===== config.mk =====
export PLATFORM = sky130hd
export DESIGN_NAME = uprog_alu
export DESIGN_NICKNAME = d
export VERILOG_FILES = /design/src/rtl/uprog_alu_pkg.sv /design/src/rtl/uprog_alu_ctrl.sv /design/src/rtl/uprog_alu_dp.sv /design/src/rtl/uprog_alu.sv
export SDC_FILE = /design/constraint.sdc
export NUM_CORES = 1
export LEC_CHECK = 0
export BUFFER_PORTS_ARGS = -buffer_cell sky130_fd_sc_hd__buf_2
export CAP_MARGIN = 20
export CORE_MARGIN = 4
export CORE_UTILIZATION = 62
export DETAILED_ROUTE_END_ITERATION = 7
export PLACE_DENSITY = 0.87
export RECOVER_POWER = 100
export SYNTH_ARGS = -nofsm -noshare
export SYNTH_HDL_FRONTEND = slang
export SYNTH_SLANG_ARGS = --single-unit

===== constraint.sdc =====
create_clock -name clk -period 0.8 [get_ports clk]
set_input_delay 0 -clock clk [delete_from_list [all_inputs] [get_ports clk]]
set_output_delay 0 -clock clk [all_outputs]
set_load 0.02 [all_outputs]

===== src/rtl/uprog_alu_pkg.sv =====
package uprog_alu_pkg;

  typedef enum logic [1:0] {
    FN_AND  = 2'b00,
    FN_OR   = 2'b01,
    FN_NOTH = 2'b10,
    FN_ADD  = 2'b11
  } aluFn_e;

  typedef enum logic [1:0] {
    SH_NONE  = 2'b00,
    SH_LEFT  = 2'b01,
    SH_RIGHT = 2'b10
  } shiftMode_e;

  // Strobes passed from the decoder to the datapath.
  typedef struct packed {
    aluFn_e     fn;
    logic       enH;
    logic       enBus;
    logic       invBus;
    logic       carryIn;
    shiftMode_e shift;
  } aluStrobes_t;

endpackage


===== src/rtl/uprog_alu_ctrl.sv =====
module uprog_alu_ctrl
  import uprog_alu_pkg::*;
(
  input  logic [5:0]  funcSel,
  input  logic [1:0]  shiftSel,
  output aluStrobes_t strobes
);

  always_comb begin
    strobes.fn      = aluFn_e'(funcSel[5:4]);
    strobes.enH     = funcSel[3];
    strobes.enBus   = funcSel[2];
    strobes.invBus  = funcSel[1];
    strobes.carryIn = funcSel[0];
    unique case (shiftSel)
      2'b10:   strobes.shift = SH_LEFT;
      2'b01:   strobes.shift = SH_RIGHT;
      default: strobes.shift = SH_NONE;  // 00 and 11 pass through
    endcase
  end

endmodule


===== src/rtl/uprog_alu_dp.sv =====
module uprog_alu_dp
  import uprog_alu_pkg::*;
#(
  parameter int WIDTH      = 32,
  parameter int LEFT_SHIFT = 8
) (
  input  logic [WIDTH-1:0] hReg,
  input  logic [WIDTH-1:0] busIn,
  input  aluStrobes_t      strobes,
  output logic [WIDTH-1:0] shifted,
  output logic             zeroPre,
  output logic             negPre
);

  localparam int SIGN = WIDTH - 1;

  logic [WIDTH-1:0] leftOp;
  logic [WIDTH-1:0] rightOp;
  logic [WIDTH-1:0] aluOut;

  always_comb begin
    leftOp  = strobes.enH ? hReg : '0;
    rightOp = strobes.enBus ? busIn : '0;
    if (strobes.invBus) rightOp = ~rightOp;
    unique case (strobes.fn)
      FN_AND:  aluOut = leftOp & rightOp;
      FN_OR:   aluOut = leftOp | rightOp;
      FN_NOTH: aluOut = ~leftOp;
      default: aluOut = leftOp + rightOp + {{(WIDTH-1){1'b0}}, strobes.carryIn};
    endcase
  end

  assign zeroPre = (aluOut == '0);
  assign negPre  = aluOut[SIGN];

  always_comb begin
    unique case (strobes.shift)
      SH_LEFT:  shifted = aluOut << LEFT_SHIFT;
      SH_RIGHT: shifted = {aluOut[SIGN], aluOut[SIGN:1]};
      default:  shifted = aluOut;
    endcase
  end

endmodule


===== src/rtl/uprog_alu.sv =====
module uprog_alu
  import uprog_alu_pkg::*;
#(
  parameter int WIDTH      = 32,
  parameter int LEFT_SHIFT = 8
) (
  input  logic             clk,
  input  logic             rstN,
  input  logic [WIDTH-1:0] hReg,
  input  logic [WIDTH-1:0] busIn,
  input  logic [5:0]       funcSel,
  input  logic [1:0]       shiftSel,
  output logic [WIDTH-1:0] result,
  output logic             zeroFlag,
  output logic             negFlag
);

  aluStrobes_t      strobes;
  logic [WIDTH-1:0] shiftedNext;
  logic             zeroNext;
  logic             negNext;

  uprog_alu_ctrl u_ctrl (
    .funcSel (funcSel),
    .shiftSel(shiftSel),
    .strobes (strobes)
  );

  uprog_alu_dp #(.WIDTH(WIDTH), .LEFT_SHIFT(LEFT_SHIFT)) u_dp (
    .hReg   (hReg),
    .busIn  (busIn),
    .strobes(strobes),
    .shifted(shiftedNext),
    .zeroPre(zeroNext),
    .negPre (negNext)
  );

  always_ff @(posedge clk or negedge rstN) begin
    if (!rstN) begin
      result   <= '0;
      zeroFlag <= 1'b0;
      negFlag  <= 1'b0;
    end else begin
      result   <= shiftedNext;
      zeroFlag <= zeroNext;
      negFlag  <= negNext;
    end
  end

endmodule


==> metrics.md, run 1 <==
| Metric | Value |
|---|---|
| Run status | `stopped before the end` |
| Fail Step | `clock tree synthesis (4_1_cts)` |
| Error | `[ERROR DPL-0038] Utilization greater than 100%, impossible to legalize` |
| Seq/Total Area, Yosys | `16.2%` |
| Async SR Flop Fraction | `100%` |
| Hold buffers post-CTS | `1` |
| Avg Synthesized Cell Area | `slightly above 7 um^2` |
| Number of sinks on the clock net | `34` |
| Setup Slack @ Placement | `-3.41 ns` |
| Most used DFF post-synth | `sky130_fd_sc_hd__dfrtp_1` |
| Clock buffer depth | `2` |
| HPWL after detailed placement | `approximately 19 mm` |
| Net count after synthesis | `872` |
| Number of distinct library cell variants in the gate-level netlist after synthesis | `60` |
| Height of the die | `around 100 um` |
| I/O Pins | `~110` |
| Placed cell count | `1107` |
| Count of input and output buffers | `around 110` |
| Overall die width | `about 100 um` |
| Weighted congestion at the end of routability-driven global placement | `around 1.0` |
| Count of flip-flops with a built-in enable after synthesis | `0` |
| CTS HTree Levels | `2` |
| Cells after Synth | `730` |
| Clock Root Buffer | `sky130_fd_sc_hd__clkbuf_8` |
| Number of synthesized register bits | `34` |
| Row count | `33` |
| Number of buffers added by the clock tree synthesis step | `5` |
| Starting density of the core | `64.0%` |
| Setup Fix Bufs, Post-CTS | `24` |
| Ys Warns | `0` |
| Post-synthesis cell area | `about 5300 um^2` |
| Number of instances resized during post-cts repair | `between 150 and 200` |
synth_stat cells, types with 4 or more instances:
master,number,area (um^2)
sky130_fd_sc_hd__ha_1,66,826
sky130_fd_sc_hd__o211ai_1,5,37.5
sky130_fd_sc_hd__nor2b_1,5,31.3
sky130_fd_sc_hd__clkbuf_1,25,93.8
sky130_fd_sc_hd__inv_1,84,315
sky130_fd_sc_hd__nand3_1,4,20.0
sky130_fd_sc_hd__buf_1,8,30.0
sky130_fd_sc_hd__a22oi_1,19,143
sky130_fd_sc_hd__mux4_2,5,113
sky130_fd_sc_hd__nand2b_1,8,50.1
sky130_fd_sc_hd__a211oi_1,26,195
sky130_fd_sc_hd__nand4_1,5,31.3
sky130_fd_sc_hd__a221oi_1,8,70.1
sky130_fd_sc_hd__nand2_1,119,447
sky130_fd_sc_hd__o21ai_1,7,35.0
sky130_fd_sc_hd__a21o_1,5,37.5
sky130_fd_sc_hd__xor2_1,9,78.8
sky130_fd_sc_hd__dfrtp_1,34,851
sky130_fd_sc_hd__a22o_1,6,52.6
sky130_fd_sc_hd__buf_2,4,20.0
sky130_fd_sc_hd__o21ai_0,56,280
sky130_fd_sc_hd__o21bai_1,4,30.0
sky130_fd_sc_hd__nor3_1,4,20.0
sky130_fd_sc_hd__a21oi_1,51,255
sky130_fd_sc_hd__and3_1,4,25.0
sky130_fd_sc_hd__xnor2_1,50,438
sky130_fd_sc_hd__nor2_1,51,191
stage by stage:
step / hold WS, ns / utilization [%] / cell area, um^2
floorplan: -0.296 / - / 5510
global placement: 0.0219 / 92.5 / 7600
detailed placement: 0.0356 / 92.5 / 7600
logic make-up after synthesis:
kind of cell / Yosys count / synth area share, %
xor gates and xnor gates: 59 / 9.82
DFF: 34 / 16.2
muxes: 6 / 2.35
AOI/OAI and AO/OA: 219 / 26.9
adders and majority gates: 68 / 16.5
and+or+nand+nor: 219 / 18.8
buffers and inverters: 125 / 9.44
==> inputs of run 2 (changes only) <==
--- a/config.mk
+++ b/config.mk
@@ -8,9 +8,9 @@
 export BUFFER_PORTS_ARGS = -buffer_cell sky130_fd_sc_hd__buf_2
 export CAP_MARGIN = 20
 export CORE_MARGIN = 4
-export CORE_UTILIZATION = 62
+export CORE_UTILIZATION = 40
 export DETAILED_ROUTE_END_ITERATION = 7
-export PLACE_DENSITY = 0.87
+export PLACE_DENSITY_LB_ADDON = 0.15
 export RECOVER_POWER = 100
 export SYNTH_ARGS = -nofsm -noshare
 export SYNTH_HDL_FRONTEND = slang
==> metrics.md, run 2 <==
| Metric | Value |
|---|---|
| Largest registers in the final layout | `result (32), negFlag (1), zeroFlag (1)` |
| Endpoint, Worst Hold | `result[24]$_DFF_PN0_` |
| Met1 routing resource usage after global routing | `between 30% and 40%` |
| Share of Yosys cell area claimed by the top area cell type | `16.2% (unchanged)` |
| Async SR Flop Fraction | `100% (unchanged)` |
| Static leakage | `approximately 0.0046 uW` |
| Minimum period implied by the final worst setup slack | `between 3 and 4 ns` |
| Number of max-slew violations in the final report | `0` |
| Crit path capture type | `flip-flop` |
| Required @ worst endpoint | `~1.0 ns` |
| HPWL after detailed placement | `14.7 mm (-22%)` |
| Critical Path, Cell by Cell | `buf_12 -> nand2_8 -> xnor2_4 -> fa_2 -> inv_2 -> fa_2 -> nand2b_4 -> a211oi_4 -> buf_6 -> o2111ai_4 -> a31oi_4 -> o22ai_2 -> xnor2_1 -> o21ai_2 -> or4b_1 -> or4_4 -> nor4b_2 -> and4b_1` |
| Final worst-path setup slack | `-2.83 ns` |
| Total routing resource utilization after global routing | `between 20% and 30%` |
| First-pass GRT wire length | `between 30 and 40 mm` |
| Post-synthesis cell area | `5260 um^2 (unchanged)` |
| Failing checks | `design-rule violations, negative setup slack` |
| Cells after Synth | `730 (unchanged)` |
| Seq/Total Area, Yosys | `16.2% (unchanged)` |
| CTS HTree Levels | `2 (unchanged)` |
| Crit Path Category | `primary input to flip-flop` |
| Final antenna diode count | `0` |
| Commonest cells in the netlist | `sky130_fd_sc_hd__nand2_1 (119), sky130_fd_sc_hd__inv_1 (84), sky130_fd_sc_hd__ha_1 (66)` |
| Sum of overflow across all layers after global routing | `0` |
| Class of the tightest hold or removal check | `primary input to flip-flop` |
| Actual slew at the worst max-slew pin | `between 0.5 and 0.6 ns` |
| Number of DRC markers in iteration 0 | `468` |
| Maximum fanout along the worst path | `4` |
| Synth top area cells | `sky130_fd_sc_hd__dfrtp_1 (16%), sky130_fd_sc_hd__ha_1 (16%), sky130_fd_sc_hd__nand2_1 (8.5%), sky130_fd_sc_hd__xnor2_1 (8.3%), sky130_fd_sc_hd__inv_1 (6.0%)` |
| Run status | `finished with violations` |
| WP data arrival | `between 3 and 4 ns` |
| Count of input and output buffers | `107 (unchanged)` |
| Maximum vdd drop | `0.00101 V` |
| Synthesis-to-layout area growth | `75.3%` |
| Clock Root Buffer | `sky130_fd_sc_hd__clkbuf_16` |
| Vias per inst | `between 5 and 6` |
| Fraction of layout instances using a drive strength above 1 | `49.9%` |
| Number of remaining DRC errors | `1` |
| GRT met2 Usage | `approximately 46%` |
| Most common cell on crit path | `sky130_fd_sc_hd__fa_2` |
| I/O Pins | `108 (unchanged)` |
| Synth area leader | `sky130_fd_sc_hd__dfrtp_1` |
| Number of antenna-violating nets in the routed design | `0` |
| Maximum clock frequency | `approximately 280 MHz` |
| Starting density of the core | `41.2% (-23 points)` |
| Most used DFF post-synth | `sky130_fd_sc_hd__dfrtp_1` |
| Row count | `41 (+24%)` |
| Crit path launch type | `primary input` |
| Largest stage delay on the critical path | `around 0.52 ns` |
| Count of flip-flops with a built-in enable after synthesis | `0 (unchanged)` |
| Avg Synthesized Cell Area | `7.21 um^2 (unchanged)` |
| Setup repair after global routing missed its margin | `yes` |
| Die ar. | `15100 um^2` |
| Via Count | `between 6k and 7k` |
| Number of synthesized register bits | `34 (unchanged)` |
| Hold violation count in the final report | `0` |
| Overall die width | `123 um (+23%)` |
| Commonest non-fill, non-tap cell in the layout | `sky130_fd_sc_hd__buf_4` |
| P per Cell Area | `approximately 1300 nW/um^2` |
| Top Usage Layer GRT | `met2` |
| Routed length per placed instance | `~17 um` |
| Part of the cycle the worst path needs | `454%` |
| Largest register FFs | `32` |
| Height of the die | `123 um (+23%)` |
| Number of distinct library cell variants in the gate-level netlist after synthesis | `60 (unchanged)` |
| Number of nets in the layout | `roughly 1.2k` |
| Fin util | `between 70% and 80%` |
| Placeable core area | `around 13000 um^2` |
| Most instantiated library cell after synthesis | `sky130_fd_sc_hd__nand2_1` |
| First-pass DRT Iterations | `7` |
| Final WL | `approximately 20 mm` |
| Layout fillers | `roughly 1000` |
| Antenna violations before repair | `0` |
| Via count of the first global-routing pass | `around 6.3k` |
| Worst Hold Launch | `shiftSel[1]` |
| Number of buffers added by the clock tree synthesis step | `5 (unchanged)` |
| Clock slew at reported path FFs | `about 0.05 ns` |
| Most used cells in the layout excluding fill and tap cells | `sky130_fd_sc_hd__buf_4 (202), sky130_fd_sc_hd__nand2_1 (103), sky130_fd_sc_hd__buf_2 (90), sky130_fd_sc_hd__inv_1 (81), sky130_fd_sc_hd__ha_1 (54)` |
| Clock buffer depth | `2 (unchanged)` |
| Final count of negative-setup-slack endpoints | `35` |
| Net count after synthesis | `872 (unchanged)` |
| Worst path slowest cell | `sky130_fd_sc_hd__or4b_1` |
| Power Total | `approximately 12000 uW` |
| Max capacitance violation total | `0` |
| Ys Warns | `0 (unchanged)` |
| Number of sinks on the clock net | `34 (unchanged)` |
| Global-route met3 utilization | `under 10%` |
| Reg with most FFs | `result` |
| Weighted congestion at the end of routability-driven global placement | `0.977 (-6.4%)` |
| Tightest slew margin relative to the limit | `64.4%` |
| Clock tree from TritonCTS | `done` |
| Pin count of the biggest net entering global routing | `35` |
| Hold Path Depth | `4` |
-- run 2: cell counts after synthesis --
No cell type changed its count.
-- run 2: cell type report --
type	count	area (um^2)	share of cell area [%]
Clock buffer	6	139	1.51
Clock inverter	2	12.5	0.136
Inverter	84	315	3.42
Multi-Input combinational cell	571	4960	53.8
Sequential cell	34	851	9.22
Tap cell	172	215	2.33
Timing Repair Buffer	344	2730	29.6
-- run 2: per-layer routing --
layer | wire (um) | vias up
met1 | 8120 | 3095
met5 | 0 | -
li1 | - | 3150
met2 | 10200 | 240
met3 | 1150 | 61
met4 | 743 | 0
-- run 2: metrics by stage --
step	hold slack (ns)	instance area (um^2)	instances	setup TNS (ns)	setup slack, ns
floorplan	-0.296	5510	730	-63.33	-2.86
global placement	0.0302	7680	1172	-76.72	-3.10
detailed placement	0.0430	7680	1172	-78.60	-3.20
CTS	0.290	8600	1197	-62.32	-2.76
global route	0.327	9220	1213	-68.25	-3.03
finish	0.304	9220	1213	-64.53	-2.83
-- run 2: kinds of logic after synthesis --
| family | Yosys count | synth area share, % |
|---|---|---|
| muxes | 6 | 2.35 |
| AOI/OAI and AO/OA | 219 | 26.9 |
| and+or+nand+nor | 219 | 18.8 |
| adders and majority gates | 68 | 16.5 |
| xor gates and xnor gates | 59 | 9.82 |
| DFF | 34 | 16.2 |
| buffers and inverters | 125 | 9.44 |
-- run 2: how the worst max path moves through the flow --
stage | from | end | slack (ns) | cells past startpoint
6_report | funcSel[2] | zeroFlag$_DFF_PN0_ | -2.83 | 18
5_1_grt | funcSel[2] | zeroFlag$_DFF_PN0_ | -3.03 | 18
4_1_cts | funcSel[2] | zeroFlag$_DFF_PN0_ | -2.76 | 18
3_5_place_dp | funcSel[2] | zeroFlag$_DFF_PN0_ | -3.20 | 16
3_3_place_gp | funcSel[2] | zeroFlag$_DFF_PN0_ | -3.10 | 16
2_1_floorplan | funcSel[1] | zeroFlag$_DFF_PN0_ | -2.86 | 16
-- run 2: critical path: cells and delay by family --
family / cells / cell delay, ns
AOI/OAI and AO/OA: 5 / 0.85
buffers and inverters: 3 / 0.31
adders and majority gates: 2 / 0.62
and+or+nand+nor: 6 / 1.64
xor gates and xnor gates: 2 / 0.41
-- run 2: power by group --
part	internal, uW	switching [uW]	total, uW
logic	3960	4210	8170
registers	1990	80.1	2070
clock network	1230	670	1900
total	7180	4960	12100
-- run 2: repair_timing --
| item | CTS | global route |
|---|---|---|
| endpoints found under the setup margin | 35 | 47 |
| hold endpoints to repair | 34 | 0 |
| buffers inserted | 18 | 19 |
| gates cloned | 3 | 0 |
| hold buffers | 1 | 0 |
| resized for setup | 115 | 118 |
| pin swaps | 56 | 41 |
(Power assumes the default switching activity.)
==> inputs of run 3 (changes only) <==
==> constraint.sdc (replaced) <==
create_clock -name clk -period 0.8 [get_ports clk]
set_input_delay 0.08 -clock clk [delete_from_list [all_inputs] [get_ports clk]]
set_output_delay 0.08 -clock clk [all_outputs]
set_load 0.02 [all_outputs]
==> metrics.md, run 3 (synthesis gave the netlist of run 2 again) <==
| Metric | Value |
|---|---|
| Placeable core area | `12800 um^2 (unchanged)` |
| Reg area | `851 um^2 (unchanged)` |
| P per Cell Area | `1320 nW/um^2 (+0.37%)` |
| Via Count | `6613 (+1.0%)` |
| Critical Path, Cell by Cell | `buf_12 -> buf_12 -> buf_12 -> xnor2_4 -> inv_2 -> ha_4 -> and3_4 -> nor4b_4 -> buf_4 -> o31ai_2 -> or3_4 -> nand2_1 -> a31oi_1 -> xnor2_1 -> mux4_2 -> or4b_4 -> nor4b_4 -> and4b_1` |
| Number of antenna-violating nets in the routed design | `0 (unchanged)` |
| Clock buffer depth | `2 (unchanged)` |
| Weighted congestion at the end of routability-driven global placement | `0.981 (+0.49%)` |
| Footprint of the multi-input gates | `5080 um^2 (+2.5%)` |
| Starting density of the core | `41.2% (unchanged)` |
| Routed length per placed instance | `16.9 um (+1.5%)` |
| Via count of the first global-routing pass | `6591 (+4.4%)` |
| Clock Root Buffer | `sky130_fd_sc_hd__clkbuf_16` |
| Commonest non-fill, non-tap cell in the layout | `sky130_fd_sc_hd__buf_4` |
| Part of the cycle the worst path needs | `467% (+13 points)` |
| Run status | `finished with violations` |
| Die ar. | `15100 um^2 (unchanged)` |
| Number of buffers added by the clock tree synthesis step | `5 (unchanged)` |
| Class of the tightest hold or removal check | `primary input to asynchronous set/reset pin` |
| Sum of overflow across all layers after global routing | `0 (unchanged)` |
| Buffers plus inverters on the worst setup path | `5 (+2)` |
| Crit Path Category | `primary input to flip-flop` |
| Max capacitance violation total | `0 (unchanged)` |
| Failing checks | `negative setup slack` |
| Required @ worst endpoint | `1.01 ns (about the same)` |
| Crit-path leading delay family | `simple AND/OR/NAND/NOR gates` |
| Height of the die | `123 um (unchanged)` |
| Tightest slew margin relative to the limit | `64.5% (+0.12 points)` |
| Post-route non-filler standard cell count | `1221 (+0.66%)` |
| Fraction of layout instances using a drive strength above 1 | `50.5% (+0.67 points)` |
| Number of DRC markers in iteration 0 | `463 (-1.1%)` |
| HPWL after detailed placement | `14.8 mm (+0.82%)` |
| Crit path launch type | `primary input` |
| Number of nets in the layout | `1190 (+0.68%)` |
| Final count of negative-setup-slack endpoints | `68 (+94%)` |
| I/O Pins | `108 (unchanged)` |
| Largest registers in the final layout | `result (32), negFlag (1), zeroFlag (1)` |
| Clock slew at reported path FFs | `0.06 ns (about the same)` |
| Maximum vdd drop | `0.000816 V (-19%)` |
| Reg with most FFs | `result` |
| Clock tree from TritonCTS | `done` |
| Row count | `41 (unchanged)` |
| Pin count of the biggest net entering global routing | `35 (unchanged)` |
| Largest stage delay on the critical path | `0.51 ns (about the same)` |
| Overall die width | `123 um (unchanged)` |
| Vias per inst | `5.42 (+0.36%)` |
| Maximum fanout along the worst path | `6 (+2)` |
| Maximum clock frequency | `268 MHz (-2.7%)` |
| Number of remaining DRC errors | `0 (-1)` |
| Number of max-slew violations in the final report | `0 (unchanged)` |
| Worst path slowest cell | `sky130_fd_sc_hd__or4b_4` |
| Final WL | `20.7 mm (+2.2%)` |
| Largest register FFs | `32 (unchanged)` |
| Layout fillers | `898 (-10%)` |
| Final antenna diode count | `0 (unchanged)` |
| Hold violation count in the final report | `0 (unchanged)` |
| CTS HTree Levels | `2 (unchanged)` |
| Number of sinks on the clock net | `34 (unchanged)` |
| WP data arrival | `3.95 ns (+0.11 ns)` |
| Count of cell instances traversed by the critical path | `18 (unchanged)` |
| Most used cells in the layout excluding fill and tap cells | `sky130_fd_sc_hd__buf_4 (200), sky130_fd_sc_hd__nand2_1 (99), sky130_fd_sc_hd__inv_1 (80), sky130_fd_sc_hd__buf_2 (70), sky130_fd_sc_hd__buf_6 (63)` |
| Placed cell count | `1173 (+0.085%)` |
| First-pass GRT wire length | `32.5 mm (+5.5%)` |
| Count of input and output buffers | `107 (unchanged)` |
| Total routing resource utilization after global routing | `26.8% (+1.4 points)` |
| Most common cell on crit path | `sky130_fd_sc_hd__buf_12` |
| First-pass DRT Iterations | `5 (-2)` |
| Setup repair after global routing missed its margin | `yes` |
| Final worst-path setup slack | `-2.93 ns (-0.101 ns)` |
| Static leakage | `0.00473 uW (+2.1%)` |
| Crit path capture type | `flip-flop` |
| Actual slew at the worst max-slew pin | `0.528 ns (-0.00178 ns)` |
| Minimum period implied by the final worst setup slack | `3.73 ns (+0.101 ns)` |
| Synthesis-to-layout area growth | `81.7%` |
| Antenna violations before repair | `0 (unchanged)` |
| Power Total | `12600 uW (+4.0%)` |
run 3: cell count changes in the layout (fill, tap and decap cells not counted), moves of 4 or more:
cell	before	now
sky130_fd_sc_hd__nand2_1	103	99
sky130_fd_sc_hd__buf_2	90	70
sky130_fd_sc_hd__ha_1	54	50
sky130_fd_sc_hd__xnor2_4	4	10
sky130_fd_sc_hd__ha_4	9	13
sky130_fd_sc_hd__a21oi_2	20	14
sky130_fd_sc_hd__buf_6	32	63
sky130_fd_sc_hd__a21oi_1	30	37
run 3: cell type report:
cell class	instances	share of cell area (%)
clock buffer	7	1.49
clock inverter	1	0.0524
inverter	84	3.30
multi-input combinational	571	53.2
sequential	34	8.90
tap	172	2.25
timing repair buffer	352	30.8
run 3: worst max-delay path by stage:
stage	slack [ns]	from	endpoint
detailed placement	-3.23	funcSel[1]	zeroFlag$_DFF_PN0_
global placement	-3.18	funcSel[2]	zeroFlag$_DFF_PN0_
finish	-2.93	funcSel[1]	zeroFlag$_DFF_PN0_
floorplan	-2.94	funcSel[1]	zeroFlag$_DFF_PN0_
CTS	-2.80	funcSel[2]	zeroFlag$_DFF_PN0_
global route	-3.04	funcSel[1]	zeroFlag$_DFF_PN0_
run 3: metrics by stage:
stage / util [%] / hold slack (ns) / TNS, ns / cell area [um^2] / setup slack, ns
after CTS: 71.5 / 0.310 / -67.11 / 9140 / -2.80
after global routing: 74.8 / 0.422 / -74.81 / 9560 / -3.04
final: 74.8 / 0.368 / -70.26 / 9560 / -2.93
after global placement: 60.3 / 0.0426 / -79.35 / 7700 / -3.18
after floorplan: - / -0.216 / -66.05 / 5510 / -2.94
after detailed placement: 60.3 / 0.0464 / -80.47 / 7700 / -3.23
run 3: repair_timing:
item	CTS	global route
cloned	3	0
buffers inserted	31	24
gates resized for setup	225	78
hold buffers	1	0
hold endpoints to repair	34	0
setup endpoints to repair	68	68
pin swaps	76	54
run 3: layer usage:
layer	global-route usage (%)	vias up	part of all wire [%]
met4	9.17	0	3.8
li1	-	3163	-
met5	0	-	0
met1	33.0	3159	40
met2	49.2	233	51
met3	2.03	58	5.2
run 3: report_power, final:
group          switching, uW  total, uW  internal [uW]
Sequential               135       2130           1990
Clock                    695       1930           1230
Combinational           4250       8570           4310
Total                   5080      12600           7540
